File: src/rtl/tl_leg_pkg.sv
package tl_leg_pkg;

  typedef enum logic [2:0] {
    SQ_OFF,
    SQ_P_IN,
    SQ_POS,
    SQ_P_OUT,
    SQ_GAP,
    SQ_N_IN,
    SQ_NEG,
    SQ_N_OUT
  } sq_state_t;

  // slow gate vector: bit0 S1, bit1 S2, bit2 S3, bit3 S4
  function automatic logic [3:0] slow_gates(sq_state_t s);
    logic [3:0] g;
    case (s)
      SQ_P_IN, SQ_P_OUT: g = 4'b0100;
      SQ_POS:            g = 4'b0101;
      SQ_N_IN, SQ_N_OUT: g = 4'b0010;
      SQ_NEG:            g = 4'b1010;
      default:           g = 4'b0000;
    endcase
    return g;
  endfunction

endpackage

File: src/rtl/tl_half_detect.sv
module tl_half_detect #(
  parameter int MOD_W = 12,
  parameter int HYST  = 16
) (
  input  logic                    clk,
  input  logic                    rst,
  input  logic                    run,
  input  logic signed [MOD_W-1:0] mod_i,
  output logic                    half_o,
  output logic                    valid_o
);

  localparam logic signed [MOD_W:0] HI = (MOD_W+1)'(HYST);
  localparam logic signed [MOD_W:0] LO = -HI;

  logic signed [MOD_W:0] m_x;
  assign m_x = {mod_i[MOD_W-1], mod_i};

  always_ff @(posedge clk) begin
    if (rst || !run) begin
      half_o  <= 1'b0;
      valid_o <= 1'b0;
    end else if (!valid_o) begin
      valid_o <= 1'b1;
      half_o  <= ~mod_i[MOD_W-1];
    end else if (half_o && (m_x < LO)) begin
      half_o <= 1'b0;
    end else if (!half_o && (m_x > HI)) begin
      half_o <= 1'b1;
    end
  end

endmodule

File: src/rtl/tl_slow_seq.sv
module tl_slow_seq
  import tl_leg_pkg::*;
#(
  parameter int SLOW_DLY = 8
) (
  input  logic       clk,
  input  logic       rst,
  input  logic       run,
  input  logic       half_valid,
  input  logic       half_pos,
  output logic [3:0] gates_o,
  output logic       steady_nx,
  output logic       pos_nx
);

  localparam int CW = (SLOW_DLY < 2) ? 1 : $clog2(SLOW_DLY + 1);
  localparam logic [CW-1:0] RELOAD = CW'(SLOW_DLY - 1);

  sq_state_t state, state_d;
  logic [CW-1:0] cnt;
  logic          done;

  assign done = (cnt == '0);

  always_comb begin
    state_d = state;
    if (!run) begin
      state_d = SQ_OFF;
    end else begin
      case (state)
        SQ_OFF:   if (half_valid) state_d = half_pos ? SQ_P_IN : SQ_N_IN;
        SQ_P_IN:  if (done) state_d = SQ_POS;
        SQ_POS:   if (!half_pos) state_d = SQ_P_OUT;
        SQ_P_OUT: if (done) state_d = SQ_GAP;
        SQ_GAP:   if (done) state_d = half_pos ? SQ_P_IN : SQ_N_IN;
        SQ_N_IN:  if (done) state_d = SQ_NEG;
        SQ_NEG:   if (half_pos) state_d = SQ_N_OUT;
        SQ_N_OUT: if (done) state_d = SQ_GAP;
        default:  state_d = SQ_OFF;
      endcase
    end
  end

  assign steady_nx = (state_d == SQ_POS) || (state_d == SQ_NEG);
  assign pos_nx    = (state_d == SQ_POS);

  always_ff @(posedge clk) begin
    if (rst) begin
      state   <= SQ_OFF;
      cnt     <= '0;
      gates_o <= '0;
    end else begin
      state   <= state_d;
      gates_o <= slow_gates(state_d);
      if (state_d != state) cnt <= RELOAD;
      else if (!done)       cnt <= cnt - 1'b1;
    end
  end

endmodule

File: src/rtl/tl_fast_pair.sv
module tl_fast_pair #(
  parameter int MOD_W = 12,
  parameter int DEAD  = 4
) (
  input  logic                    clk,
  input  logic                    rst,
  input  logic                    run,
  input  logic                    steady,
  input  logic                    pos,
  input  logic signed [MOD_W-1:0] mod_i,
  input  logic [MOD_W-2:0]        carrier_i,
  output logic                    s5_o,
  output logic                    s6_o
);

  localparam int DW = (DEAD < 2) ? 1 : $clog2(DEAD + 1);
  localparam logic [DW-1:0] RELOAD = DW'(DEAD - 1);

  logic signed [MOD_W:0] m_x, nm_x, c_x;
  logic want5, sel5;
  logic [DW-1:0] cnt;

  assign m_x  = {mod_i[MOD_W-1], mod_i};
  assign nm_x = -m_x;
  assign c_x  = {2'b00, carrier_i};
  assign want5 = pos ? (m_x > c_x) : !(nm_x > c_x);

  always_ff @(posedge clk) begin
    if (rst) begin
      s5_o <= 1'b0;
      s6_o <= 1'b0;
      sel5 <= 1'b0;
      cnt  <= RELOAD;
    end else if (!run || !steady) begin
      s5_o <= 1'b0;
      s6_o <= 1'b0;
      sel5 <= want5;
      cnt  <= RELOAD;
    end else if (want5 != sel5) begin
      s5_o <= 1'b0;
      s6_o <= 1'b0;
      sel5 <= want5;
      cnt  <= RELOAD;
    end else if (cnt != '0) begin
      s5_o <= 1'b0;
      s6_o <= 1'b0;
      cnt  <= cnt - 1'b1;
    end else begin
      s5_o <= sel5;
      s6_o <= !sel5;
    end
  end

endmodule

File: src/rtl/tl_leg_sequencer.sv
module tl_leg_sequencer #(
  parameter int MOD_W    = 12,
  parameter int HYST     = 16,
  parameter int SLOW_DLY = 8,
  parameter int DEAD     = 4
) (
  input  logic                    clk,
  input  logic                    rst,
  input  logic                    enable,
  input  logic signed [MOD_W-1:0] mod_i,
  input  logic [MOD_W-2:0]        carrier_i,
  output logic [5:0]              gate_o,
  output logic                    half_pos_o
);

  logic       half, half_valid;
  logic [3:0] slow_g;
  logic       steady_nx, pos_nx;
  logic       s5, s6;

  tl_half_detect #(.MOD_W(MOD_W), .HYST(HYST)) u_detect (
    .clk(clk), .rst(rst), .run(enable), .mod_i(mod_i),
    .half_o(half), .valid_o(half_valid)
  );

  tl_slow_seq #(.SLOW_DLY(SLOW_DLY)) u_slow (
    .clk(clk), .rst(rst), .run(enable),
    .half_valid(half_valid), .half_pos(half),
    .gates_o(slow_g), .steady_nx(steady_nx), .pos_nx(pos_nx)
  );

  tl_fast_pair #(.MOD_W(MOD_W), .DEAD(DEAD)) u_fast (
    .clk(clk), .rst(rst), .run(enable),
    .steady(steady_nx), .pos(pos_nx),
    .mod_i(mod_i), .carrier_i(carrier_i),
    .s5_o(s5), .s6_o(s6)
  );

  assign gate_o     = {s6, s5, slow_g};
  assign half_pos_o = half;

endmodule

File: config.mk
export PLATFORM = sky130hd
export DESIGN_NAME = tl_leg_sequencer
export DESIGN_NICKNAME = d
export VERILOG_FILES = /design/src/rtl/tl_leg_pkg.sv /design/src/rtl/tl_half_detect.sv /design/src/rtl/tl_slow_seq.sv /design/src/rtl/tl_fast_pair.sv /design/src/rtl/tl_leg_sequencer.sv
export SDC_FILE = /design/constraint.sdc
export NUM_CORES = 1
export LEC_CHECK = 0
export BUFFER_PORTS_ARGS = -buffer_cell sky130_fd_sc_hd__buf_2
export CAP_MARGIN = 15
export CORE_MARGIN = 2
export CORE_UTILIZATION = 29
export CTS_CLUSTER_DIAMETER = 50
export DETAILED_ROUTE_END_ITERATION = 16
export PLACE_DENSITY = 0.44
export SETUP_SLACK_MARGIN = 0.2
export SLEW_MARGIN = 20
export SYNTH_ARGS = -nofsm -noshare
export SYNTH_HDL_FRONTEND = slang
export SYNTH_SLANG_ARGS = --single-unit
File: constraint.sdc
create_clock -name clk -period 5.7 [get_ports clk]
set_input_delay 0.57 -clock clk [delete_from_list [all_inputs] [get_ports clk]]
set_output_delay 0.57 -clock clk [all_outputs]
set_load 0.01 [all_outputs]
==> results.yml <==
die:
  ios: 33
  die_area_um2: 6310
  core_region_area_um2: 5510
  start_util_pct: 30.0
  die_h_um: 79.4
  die_w_um: 79.4
  rows: 27
timing:
  fin_tns_setup_ns: 0
  setup_violations: 0
  worstMarginPinSlew_ns: 0.638
  clock_skew_ns: 0.00782
  period_share_pct: 61.0
  min_period_ns: 3.48
  finalHoldViolations: 0
  clock.fmax_ghz: 0.288
  drv_slew: 0
  rsz0062_at_grt: "false"
  slew_headroom_pct: 57.1
global_route:
  grt_pass1_vias: 1354
  grt_usage_pct: 12.4
  grt_max_degree: 11
  antenna_found_initial: 0
  grt-ovfl-total: 0
  grt_pass1_wl_um: 6290
clock_tree:
  htree_levels: 1
  ctsHoldBuffers: 0
  clock_path_buffers: 2
  cts_buffers: 3
  clk_pin_slew_ns: 0.06
  cts.repair.resized: 0
  postCtsSetupBuffers: 0
  cts.sinks: 19
  cts_root_buf: "clkbuf_8"
  clk_latency_ns: 0.25
  cts_tree: "built"
job:
  drv_cap: 0
synth:
  synth-edff-count: 0
  synthFlopType: "dfxtp_1"
  avgSynthCellArea_um2: 8.29
  ys_top_cells_by_area: "dfxtp_1, ha_1, inv_1"
  ys_warn_count: 0
  yosys.area.top_type: "dfxtp_1"
  async_flop_share_pct: 0
  yosysSeqAreaShare_pct: 23.0
  synth_nets: 250
  syn-cell-area_um2: 1650
  post_synth_inst_count: 199
  synth_cell_types: 41
  yosys_register_bits: 19
  synth_top_area_share_pct: 23.0
place:
  port_buffers: 32
  gp_congestion: 0.767
  dpl.cell_count: 299
  place_hpwl_um: 3110
worst_setup_path:
  path_max_fanout: 6
  required_ns: 5.83
  path_class: "primary input to flip-flop"
  setup.worst_path.end_class: "flip-flop"
  reg2reg_depth: 9
  cp.arrival_ns: 3.61
  cp-start-kind: "primary input"
power_and_ir_drop:
  p_leak_nw: 0.909
  peakVddDrop_mv: 0.0852
  powerDensity_nw_per_um2: 183
routing:
  ant_nets: 0
  num_vias: 1452
  wl_per_cell_um: 12.0
  totalWireLength_um: 3650
  drtIter0Drc: 36
  post_drt_via_cell_ratio: 4.79
  drc: 0
  drtPass1Iterations: 4
layout:
  num-nets-final: 283
  post-route-util_pct: 34.8
  antennaDiodeCount: 0
  syn2layout_area_growth_pct: 16.1
  fin_cells: 303
  mostFrequentLayoutCells: "buf_2, ha_1, inv_1"
  drive_gt1_share_pct: 18.6
  final_common_cell: "buf_2"
hold_path:
  hp-class: "flip-flop to flip-flop"
  min_path_cells: 1
run_status:
  status: "finished clean"
-- flip-flops by register name, indices dropped and copies added, names as in the netlist --
name and cells:
u_slow.cnt 4, u_slow.gates_o 4, u_fast.cnt 3, u_slow.state 3, u_detect.half_o 1, u_detect.valid_o 1
u_fast.s5_o 1, u_fast.s6_o 1, u_fast.sel5 1
-- cell type report --
cell class / instances / area [µm²]
sequential: 19 / 380
timing repair buffer: 32 / 160
multi-input combinational: 154 / 1160
fill: 598 / 3590
inverter: 22 / 82.6
tap: 72 / 90.1
clock buffer: 4 / 45.0
-- worst max-delay path, stage by stage --
cell     delay (ns)
buf_2          0.14
nor4_1         0.59
nand2_1        0.19
or3_1          0.35
xor2_1         0.15
ha_1           0.29
a21o_1         0.19
a21oi_1        0.12
o21ai_0        0.10
a221o_1        0.33
a31oi_2        0.21
nand3_2        0.12
a211o_1        0.26
-- kinds of logic (layout without fill, tap and decap cells) --
logic type,Yosys count,after routing,share of synthesized area (%)
xor gates and xnor gates,14,14,7.43
DFF,19,19,23.0
buffers and inverters,26,58,6.82
adders and majority gates,25,25,19.0
and+or+nand+nor,70,70,23.0
AOI/OAI and AO/OA,44,44,20.1
muxes,1,1,0.682
-- Yosys cell counts (2+ instances only) --
cell type,number
a31oi_1,2
a211oi_1,4
dfxtp_1,19
nor3b_1,4
nand4_1,3
nor3_1,8
a221o_1,2
nor2_1,17
a211o_1,4
buf_4,2
o21ai_0,4
inv_1,22
or3_1,4
xnor2_1,8
a21oi_1,13
a21o_1,6
nand2_1,13
nand3_1,7
nand2b_1,4
and3_1,2
xor2_1,6
ha_1,25
nor4_1,2
-- per-layer routing --
layer	up-vias	track usage (%)	part of all wire [%]
met1	644	17.1	50
met4	0	2.59	0.47
li1	779	-	-
met5	-	0	0
met2	27	20.9	46
met3	2	1.02	3.4
-- per-stage QoR --
step	hold slack (ns)	area [µm²]	worst slack (ns)	total power, mW
after floorplan	0.461	1650	2.42	0.234
after global placement	0.507	1870	2.09	0.266
after global routing	0.536	1920	2.02	0.381
after detailed placement	0.496	1870	1.99	0.264
final	0.509	1920	2.22	0.351
after CTS	0.516	1920	2.26	0.355
-- final timing paths --
check,to,from,slack [ns]
hold reg to reg,u_fast.s6_o,u_fast.sel5,0.51
hold / removal,u_fast.s6_o,u_fast.sel5,0.51
setup reg to reg,u_fast.cnt[0],u_slow.cnt[0],3.36
setup / recovery,u_fast.cnt[0],mod_i[5],2.22
-- report_power, final --
group | total, mW | leakage [nW] | internal [mW] | switching, mW
clock network | 0.0908 | 0.0228 | 0.0495 | 0.0413
logic | 0.112 | 0.731 | 0.0508 | 0.0611
registers | 0.149 | 0.155 | 0.141 | 0.00778
total | 0.351 | 0.909 | 0.241 | 0.110
Power figures use the tool's default switching activity.
